$ cat config.mk
export PLATFORM = sky130hd
export DESIGN_NAME = ir_rle
export DESIGN_NICKNAME = d
export VERILOG_FILES = /design/src/rtl/ir_rle.sv
export SDC_FILE = /design/constraint.sdc
export NUM_CORES = 1
export LEC_CHECK = 0
export ABC_CLOCK_PERIOD_IN_PS = 5800
export BUFFER_PORTS_ARGS = -buffer_cell sky130_fd_sc_hd__buf_2
export CORE_ASPECT_RATIO = 0.9
export CORE_MARGIN = 4
export CORE_UTILIZATION = 50
export CTS_CLUSTER_SIZE = 25
export DETAILED_ROUTE_END_ITERATION = 10
export HOLD_SLACK_MARGIN = 0.02
export PLACE_DENSITY = 0.69
export SLEW_MARGIN = 20
export SYNTH_ARGS = -nofsm -noshare
export SYNTH_HDL_FRONTEND = slang
export SYNTH_SLANG_ARGS = --single-unit
$ cat constraint.sdc
create_clock -name clk -period 5.8 [get_ports clk]
set_clock_uncertainty 0.2 [all_clocks]
set_input_delay 0.29 -clock clk [delete_from_list [all_inputs] [get_ports clk]]
set_output_delay 0.29 -clock clk [all_outputs]
set_load 0.005 [all_outputs]
$ cat src/rtl/ir_rle.sv
`timescale 1ns/1ps
module ir_rle #(
  parameter int DIV = 64,
  parameter int NTHR_W = 6,
  parameter int ITHR_W = 8,
  parameter int LEN_W = 7,
  parameter logic [1:0] RLE_MODE = 2'b11
) (
  input  logic              clk,
  input  logic              rst_n,
  input  logic              glob_en,
  input  logic              rx_en,
  input  logic [1:0]        mode,
  input  logic              invert,
  input  logic [NTHR_W-1:0] noise_thr,
  input  logic [ITHR_W-1:0] idle_thr,
  input  logic              ir_in,
  output logic              byte_valid,
  output logic [LEN_W:0]    byte_data,
  output logic              pkt_end
);
  localparam int PC_W = (DIV > 1) ? $clog2(DIV) : 1;
  localparam int RUN_W = LEN_W + 1;
  localparam int PD_W = NTHR_W + 1;
  localparam int SUM_W = ((RUN_W > PD_W) ? RUN_W : PD_W) + 1;
  localparam int TOT_W = ITHR_W + LEN_W + 1;
  localparam int RUN_MAX = 1 << LEN_W;

  logic [PC_W-1:0]  pc;
  logic             lvl, busy, flush_q;
  logic [RUN_W-1:0] len;
  logic [PD_W-1:0]  pend;
  logic [TOT_W-1:0] tot;

  wire              active   = glob_en && rx_en && (mode == RLE_MODE);
  wire              tick     = active && (pc == PC_W'(DIV - 1));
  wire              smp      = ir_in ^ invert;
  wire [PD_W-1:0]   pend_inc = pend + 1'b1;
  wire              confirm  = pend_inc > PD_W'(noise_thr);
  wire [SUM_W-1:0]  sum      = SUM_W'(len) + SUM_W'(pend_inc);
  wire              over     = sum > SUM_W'(RUN_MAX);
  wire [TOT_W-1:0]  tot_nx   = tot + TOT_W'(pend_inc);
  wire [ITHR_W-1:0] ithr     = (idle_thr == '0) ? ITHR_W'(1) : idle_thr;
  wire              idle_hit = tot_nx >= (TOT_W'(ithr) << LEN_W);
  wire [LEN_W-1:0]  len_m1   = LEN_W'(len - 1'b1);
  wire [LEN_W-1:0]  sum_m1   = over ? {LEN_W{1'b1}} : LEN_W'(sum - 1'b1);

  always_ff @(posedge clk or negedge rst_n) begin
    if (!rst_n) begin
      pc <= '0; lvl <= 1'b0; busy <= 1'b0; len <= '0; pend <= '0; tot <= '0;
      flush_q <= 1'b0; byte_valid <= 1'b0; byte_data <= '0; pkt_end <= 1'b0;
    end else begin
      byte_valid <= 1'b0;
      flush_q    <= 1'b0;
      pkt_end    <= flush_q;
      if (!active) begin
        pc <= '0; lvl <= 1'b0; busy <= 1'b0; len <= '0; pend <= '0; tot <= '0;
        pkt_end <= 1'b0;
      end else begin
        pc <= tick ? '0 : pc + 1'b1;
        if (tick) begin
          if (!busy) begin
            if (!smp) pend <= '0;
            else if (confirm) begin
              busy <= 1'b1; lvl <= 1'b1; len <= RUN_W'(pend_inc); pend <= '0; tot <= '0;
            end else pend <= pend_inc;
          end else if (smp == lvl) begin
            pend <= '0;
            if (!lvl && idle_hit) begin
              byte_valid <= 1'b1; byte_data <= {1'b0, sum_m1};
              flush_q <= 1'b1; busy <= 1'b0; len <= '0; tot <= '0;
            end else begin
              tot <= tot_nx;
              if (over) begin
                byte_valid <= 1'b1; byte_data <= {lvl, {LEN_W{1'b1}}};
                len <= RUN_W'(sum - SUM_W'(RUN_MAX));
              end else len <= RUN_W'(sum);
            end
          end else if (confirm) begin
            byte_valid <= 1'b1; byte_data <= {lvl, len_m1};
            lvl <= smp; len <= RUN_W'(pend_inc); pend <= '0; tot <= TOT_W'(pend_inc);
          end else pend <= pend_inc;
        end
      end
    end
  end
endmodule

# Word-level counts from Yosys, hierarchy flattened
# Cells that the tools add are included.
# classes
addsub	7
mul	0
n_div	0
n_lt_le_gt_ge	3
eq_ne	10
shift	0
mux	56
bitwise_logic	1
n_reduce_logical	11
# op_table
operator	count
$mux 16	8
$mux 8	13
$mux 7	7
$mux 1	26
$add 16x7->16	1
$ge 16x15->1	1
$sub 7x1->7 const B	2
$mux 6	2
$add 8x7->9	1
$gt 9x8->1 const B	1
$ne 3x2->1 const B	3
$logic_not 8->1	1
$reduce_and 4->1	2
$sub 8x8->8 const B	1
$add 7x1->7 const B	1
$gt 7x6->1	1
$add 6x1->6 const B	1
$eq 6x6->1 const B	1
$reduce_and 5->1	1
$logic_and 1x1->1	4
$ne 2x1->1 const B	2
$ne 3x1->1 const B	1
$ne 3x3->1 const B	1
$eq 2x2->1 const B	1
other kinds (5)	5
# word_totals
regBits	50
latch_bits	0
mem_bits_rw	0
mem_bits_ro	0
n_memories	0

# Longest topological paths before layout
# logic_depth
depth_word	9
mapped_depth	22

# Worst setup path before layout
# No wires, ideal clock.
# synth_timing
path_kind	register to register
start	register pend[0]
end	register byte_data[2]
setup_ps	125
t_arrival_ps	4263
required_ps	5475
path_slack_ps	1211
stages_incl_launch_ff	19
path_cell_list	dfrtp_1 -> ha_1 -> nand3_1 -> xor2_1 -> inv_1 -> ha_1 -> a21oi_1 -> o21ai_0 -> or2_2 -> clkbuf_1 -> xnor2_1 -> ha_1 -> nor4b_1 -> nand2_1 -> o41a_1 -> o41a_1 -> a21bo_4 -> inv_4 -> mux2_4
# synth_between
elab_chain_cells	6
word_cells_on_any_way	14
# synth_rtl
element	line	text
start: declaration	32	logic [PD_W-1:0] pend;
start signal: assignment	66	end else pend <= pend_inc;
start signal: assignment	82	end else pend <= pend_inc;
$add 7x1->7 (*)	38	wire [PD_W-1:0] pend_inc = pend + 1'b1;
$add 16x7->16 / $add 8x7->9 (equally long branches)	42, 40	
$ge 16x15->1, or another cell as far along	44	wire idle_hit = tot_nx >= (TOT_W'(ithr) << LEN_W);
$logic_and 1x1->1 / $mux 7 (equally long branches)	69, 46	
$ne 3x2->1 (no source line) / $mux 8 (equally long branches)	-	
$reduce_and 5->1 (no source line) / $mux 8 (equally long branches)	-	
end signal: assignment	51	flush_q <= 1'b0; byte_valid <= 1'b0; byte_data <= '0; pkt_end <= 1'b0;
end signal: assignment	70	byte_valid <= 1'b1; byte_data <= {1'b0, sum_m1};
end signal: assignment	75	byte_valid <= 1'b1; byte_data <= {lvl, {LEN_W{1'b1}}};
end: declaration	19	output logic [LEN_W:0] byte_data,
# Every way passes the cells marked *; elsewhere a longest branch is shown, timed or not.
# A chain may end at the register's enable or synchronous reset.

# Worst setup path after layout
# layout_timing
start	register pend[0]
end	register len[6]
# layout_between
elab_chain_cells	9
word_cells_on_any_way	16
# layout_rtl
element	line	text
$add 7x1->7 (*)	38	
$add 16x7->16 / $add 8x7->9 (equally long branches)	42, 40	
$ge 16x15->1, or another cell as far along	44	
$logic_and 1x1->1 / $mux 8 (equally long branches)	69, 74	
$mux 8	69	if (!lvl && idle_hit) begin
$mux 8	67	end else if (smp == lvl) begin
$mux 8 (*)	62	if (!busy) begin
$mux 8 (*)	61	if (tick) begin
$mux 8 (*)	56	if (!active) begin
end signal: assignment	76	len <= RUN_W'(sum - SUM_W'(RUN_MAX));
end signal: assignment	77	end else len <= RUN_W'(sum);
end: declaration	31	logic [RUN_W-1:0] len;
# Every way passes the cells marked *; elsewhere a longest branch is shown, timed or not. The select of a mux whose other input is x is not followed.

==> flow_summary.toml <==
[drt]
drt-total-wl_um = 9375
wire_per_inst_um = 16.92
vias_per_cell = 5.912
top_layer_used = "met4"
vias = 3275
drt_iter0_drc = 179
drt-met1-wl_um = 4449
drcViolationCount = 0
ant_nets = 0
wl_met3_um = 442
met2_length_um = 4383
firstDrtPassIters = 4

[placement]
gp_congestion = 0.8805
place_inst = 545
place_hpwl_um = 7078
place_ws_ns = 0.6426
postPlaceCellArea_um2 = 4120
io_buffers = 31

[logic_synthesis]
syn_area_um2 = 3832
synth-xor-area-share_pct = 9.370
avgSynthCellArea_um2 = 9.060
synth_top_area_share_pct = 32.65
synth.area.mux_share_pct = 3.820
synthTopCellsByArea = "dfrtp_1, ha_1, xnor2_1, xor2_1, nand2_1"
synth-compound-area-share_pct = 21.61
synth_flop_cell = "dfrtp_1"
synth_top_cell_by_area = "dfrtp_1"
synth_top_family_by_area = "compound AO/OA/AOI/OAI gates"
syn_nets = 481
synthCells = 423
async_flop_share_pct = 100.0
synth_top_cells_by_count = "dfrtp_1, nand2_1, ha_1, nor2_1, inv_1"
yosys.area_share.simple_pct = 16.29
synth_most_common_cell = "dfrtp_1"
ys_seq_elements = 50
yosysSeqAreaShare_pct = 32.65
synth-edff-count = 0
synthAdderAreaFrac_pct = 12.41
synth_warnings = 0
ys_types = 60

[layout]
post-route-util_pct = 56.48
design_area_um2 = 4240
drive_gt1_share_pct = 13.54
final_cells = 554
num-fill-cells = 684
multi_input_area_um2 = 2445
syn2layout_area_growth_pct = 10.64
nets = 515
antenna_cells = 0
seq_area_um2 = 1251

[clocking]
cts_setup_buffers = 0
clock_latency_ns = 0.31
cts_made_buffers = 5
cts_tree = "yes"
hold_buffers = 1
clock_sinks = 50
clk_path_buf_depth = 2
ctsRootBufferMaster = "clkbuf_8"
clk_pin_slew_worst_paths_ns = 0.10
ctsHtreeMaxLevel = 2
cts_resized = 0

[sta]
hold_viol_final = 0
hold_ws_ns = 0.1898
slew_headroom_pct = 42.64
period_needed_ns = 5.204
fmax_mhz = 192.2
rsz0062_at_grt = "no"
post-route-period-util_pct = 89.72
worstMarginPinSlew_ns = 0.8575
finalSetupTns_ns = 0
drv_slew = 0
fin_ws_ns = 0.5962
setup_viol = 0

[grt]
grt-ovfl-total = 0
grt_max_degree = 51
grt_pass1_wl_um = 15870
grt_pass1_vias = 3190
grt_usage_pct = 21.57
antenna_found_initial = 0

[power_and_ir_drop]
switching_share_pct = 24.55
cellLeakagePower_nw = 2.165
power.density_nw_per_um2 = 155.5
internal_power_mw = 0.4976
clockPowerShare_pct = 38.2
combPwrFrac_pct = 8.7
p_sw_mw = 0.1619
ir_worst_vdd_mv = 0.09797
seqPwrFrac_pct = 53.1
power_mw = 0.6596

[die]
die_area_um2 = 9131
initial_utilization_pct = 51.05
coreArea_um2 = 7507
die_h_um = 91.06
die_w_um = 100.3
rows = 30
io_pins = 32

[setup_path]
critical_path.max_stage_delay_ns = 0.48
worstPathMaxFanout = 23
timing.rr.start = "pend[0]"
critical_path_required_ns = 5.86
rr_endpoint = "len[6]"
critPathTopFamily = "compound AO/OA/AOI/OAI gates"
critical_path_class = "reg2reg"
slowest_stage = "dfrtp_1"
critical_path_buf_inv_count = 2
worstSetupStartpointType = "register"
cp.depth = 21
endpoint_kind = "register"
crit_path_end = "len[6]"
rrSetupSlack_ns = 0.60
cp_cell_sequence = "ha_1, xnor2_1, inv_1, ha_1, a211oi_2, o21bai_1, a21o_1, a21oi_1, nor2_1, and3_1, xor2_1, ha_1, a21oi_1, nand2_1, a21oi_1, o21ai_0, o21bai_1, o41ai_4, buf_4, nor2_1, a31o_2"
cp_data_arrival_time_ns = 5.26
rr_worst_depth = 21
crit_start = "pend[0]"

[flow_run]
maxCapViolCount = 0

[status]
outcome = "finished, final reports clean"

[worst_hold_path]
hp-class = "in2reg"
==> how the worst min path moves through the flow <==
stage	start	endpoint	cells after the start
3_5_place_dp	flush_q	pkt_end	1
4_1_cts	ir_in	lvl	4
6_report	ir_in	lvl	4
5_1_grt	ir_in	lvl	4
2_1_floorplan	rst_n	busy	0
3_3_place_gp	rst_n	pc[5]	2
==> layer usage <==
| metal | global-route usage (%) | vias up |
|---|---|---|
| met2 | 33.33 | 62 |
| met4 | 5.163 | 0 |
| li1 | - | 1605 |
| met5 | 0 | - |
| met1 | 31.84 | 1596 |
| met3 | 2.919 | 12 |
==> worst min-delay path, cell delays in order <==
cell and delay, ns:
buf_2 0.08, xor2_1 0.15, nand2_1 0.09, a21oi_1 0.06
==> placed cells by master (no fill, tap or decap), types with 10 or more instances in the layout <==
master,n
a22o_1,17
nor2_1,30
o22ai_1,10
xnor2_1,22
xor2_1,19
a21oi_1,20
ha_1,34
o21ai_0,20
buf_2,31
nand3_1,15
dfrtp_1,50
nand2_1,43
inv_1,26
==> registers in the layout, indices dropped and copies added (netlist names) <==
signal      cells
busy            1
byte_data       8
byte_valid      1
flush_q         1
len             8
lvl             1
pc              6
pend            7
pkt_end         1
tot            16
==> power groups by stage <==
stage          registers [mW]  clock network, mW  logic [mW]
6_report                0.350              0.252      0.0571
2_1_floorplan           0.357                  0      0.0306
3_3_place_gp            0.357                  0      0.0560
5_1_grt                 0.350              0.274      0.0646
4_1_cts                 0.350              0.261      0.0577
3_5_place_dp            0.357                  0      0.0570
==> final cells by class <==
cell class | count | area share, %
tap | 96 | 2.833
timing repair buffer | 38 | 4.957
inverter | 27 | 2.449
sequential | 50 | 29.51
clock buffer | 6 | 1.711
clock inverter | 2 | 0.8852
multi-input combinational | 335 | 57.66
==> kinds of logic after synthesis <==
group	after synthesis
buffers and inverters	38
AO/OA/AOI/OAI	114
multiplexers	12
adder cells (fa/ha/maj)	37
XOR/XNOR	41
flip-flops	50
AND/OR/NAND/NOR	131
No activity file was read; power rests on OpenSTA's default activity.
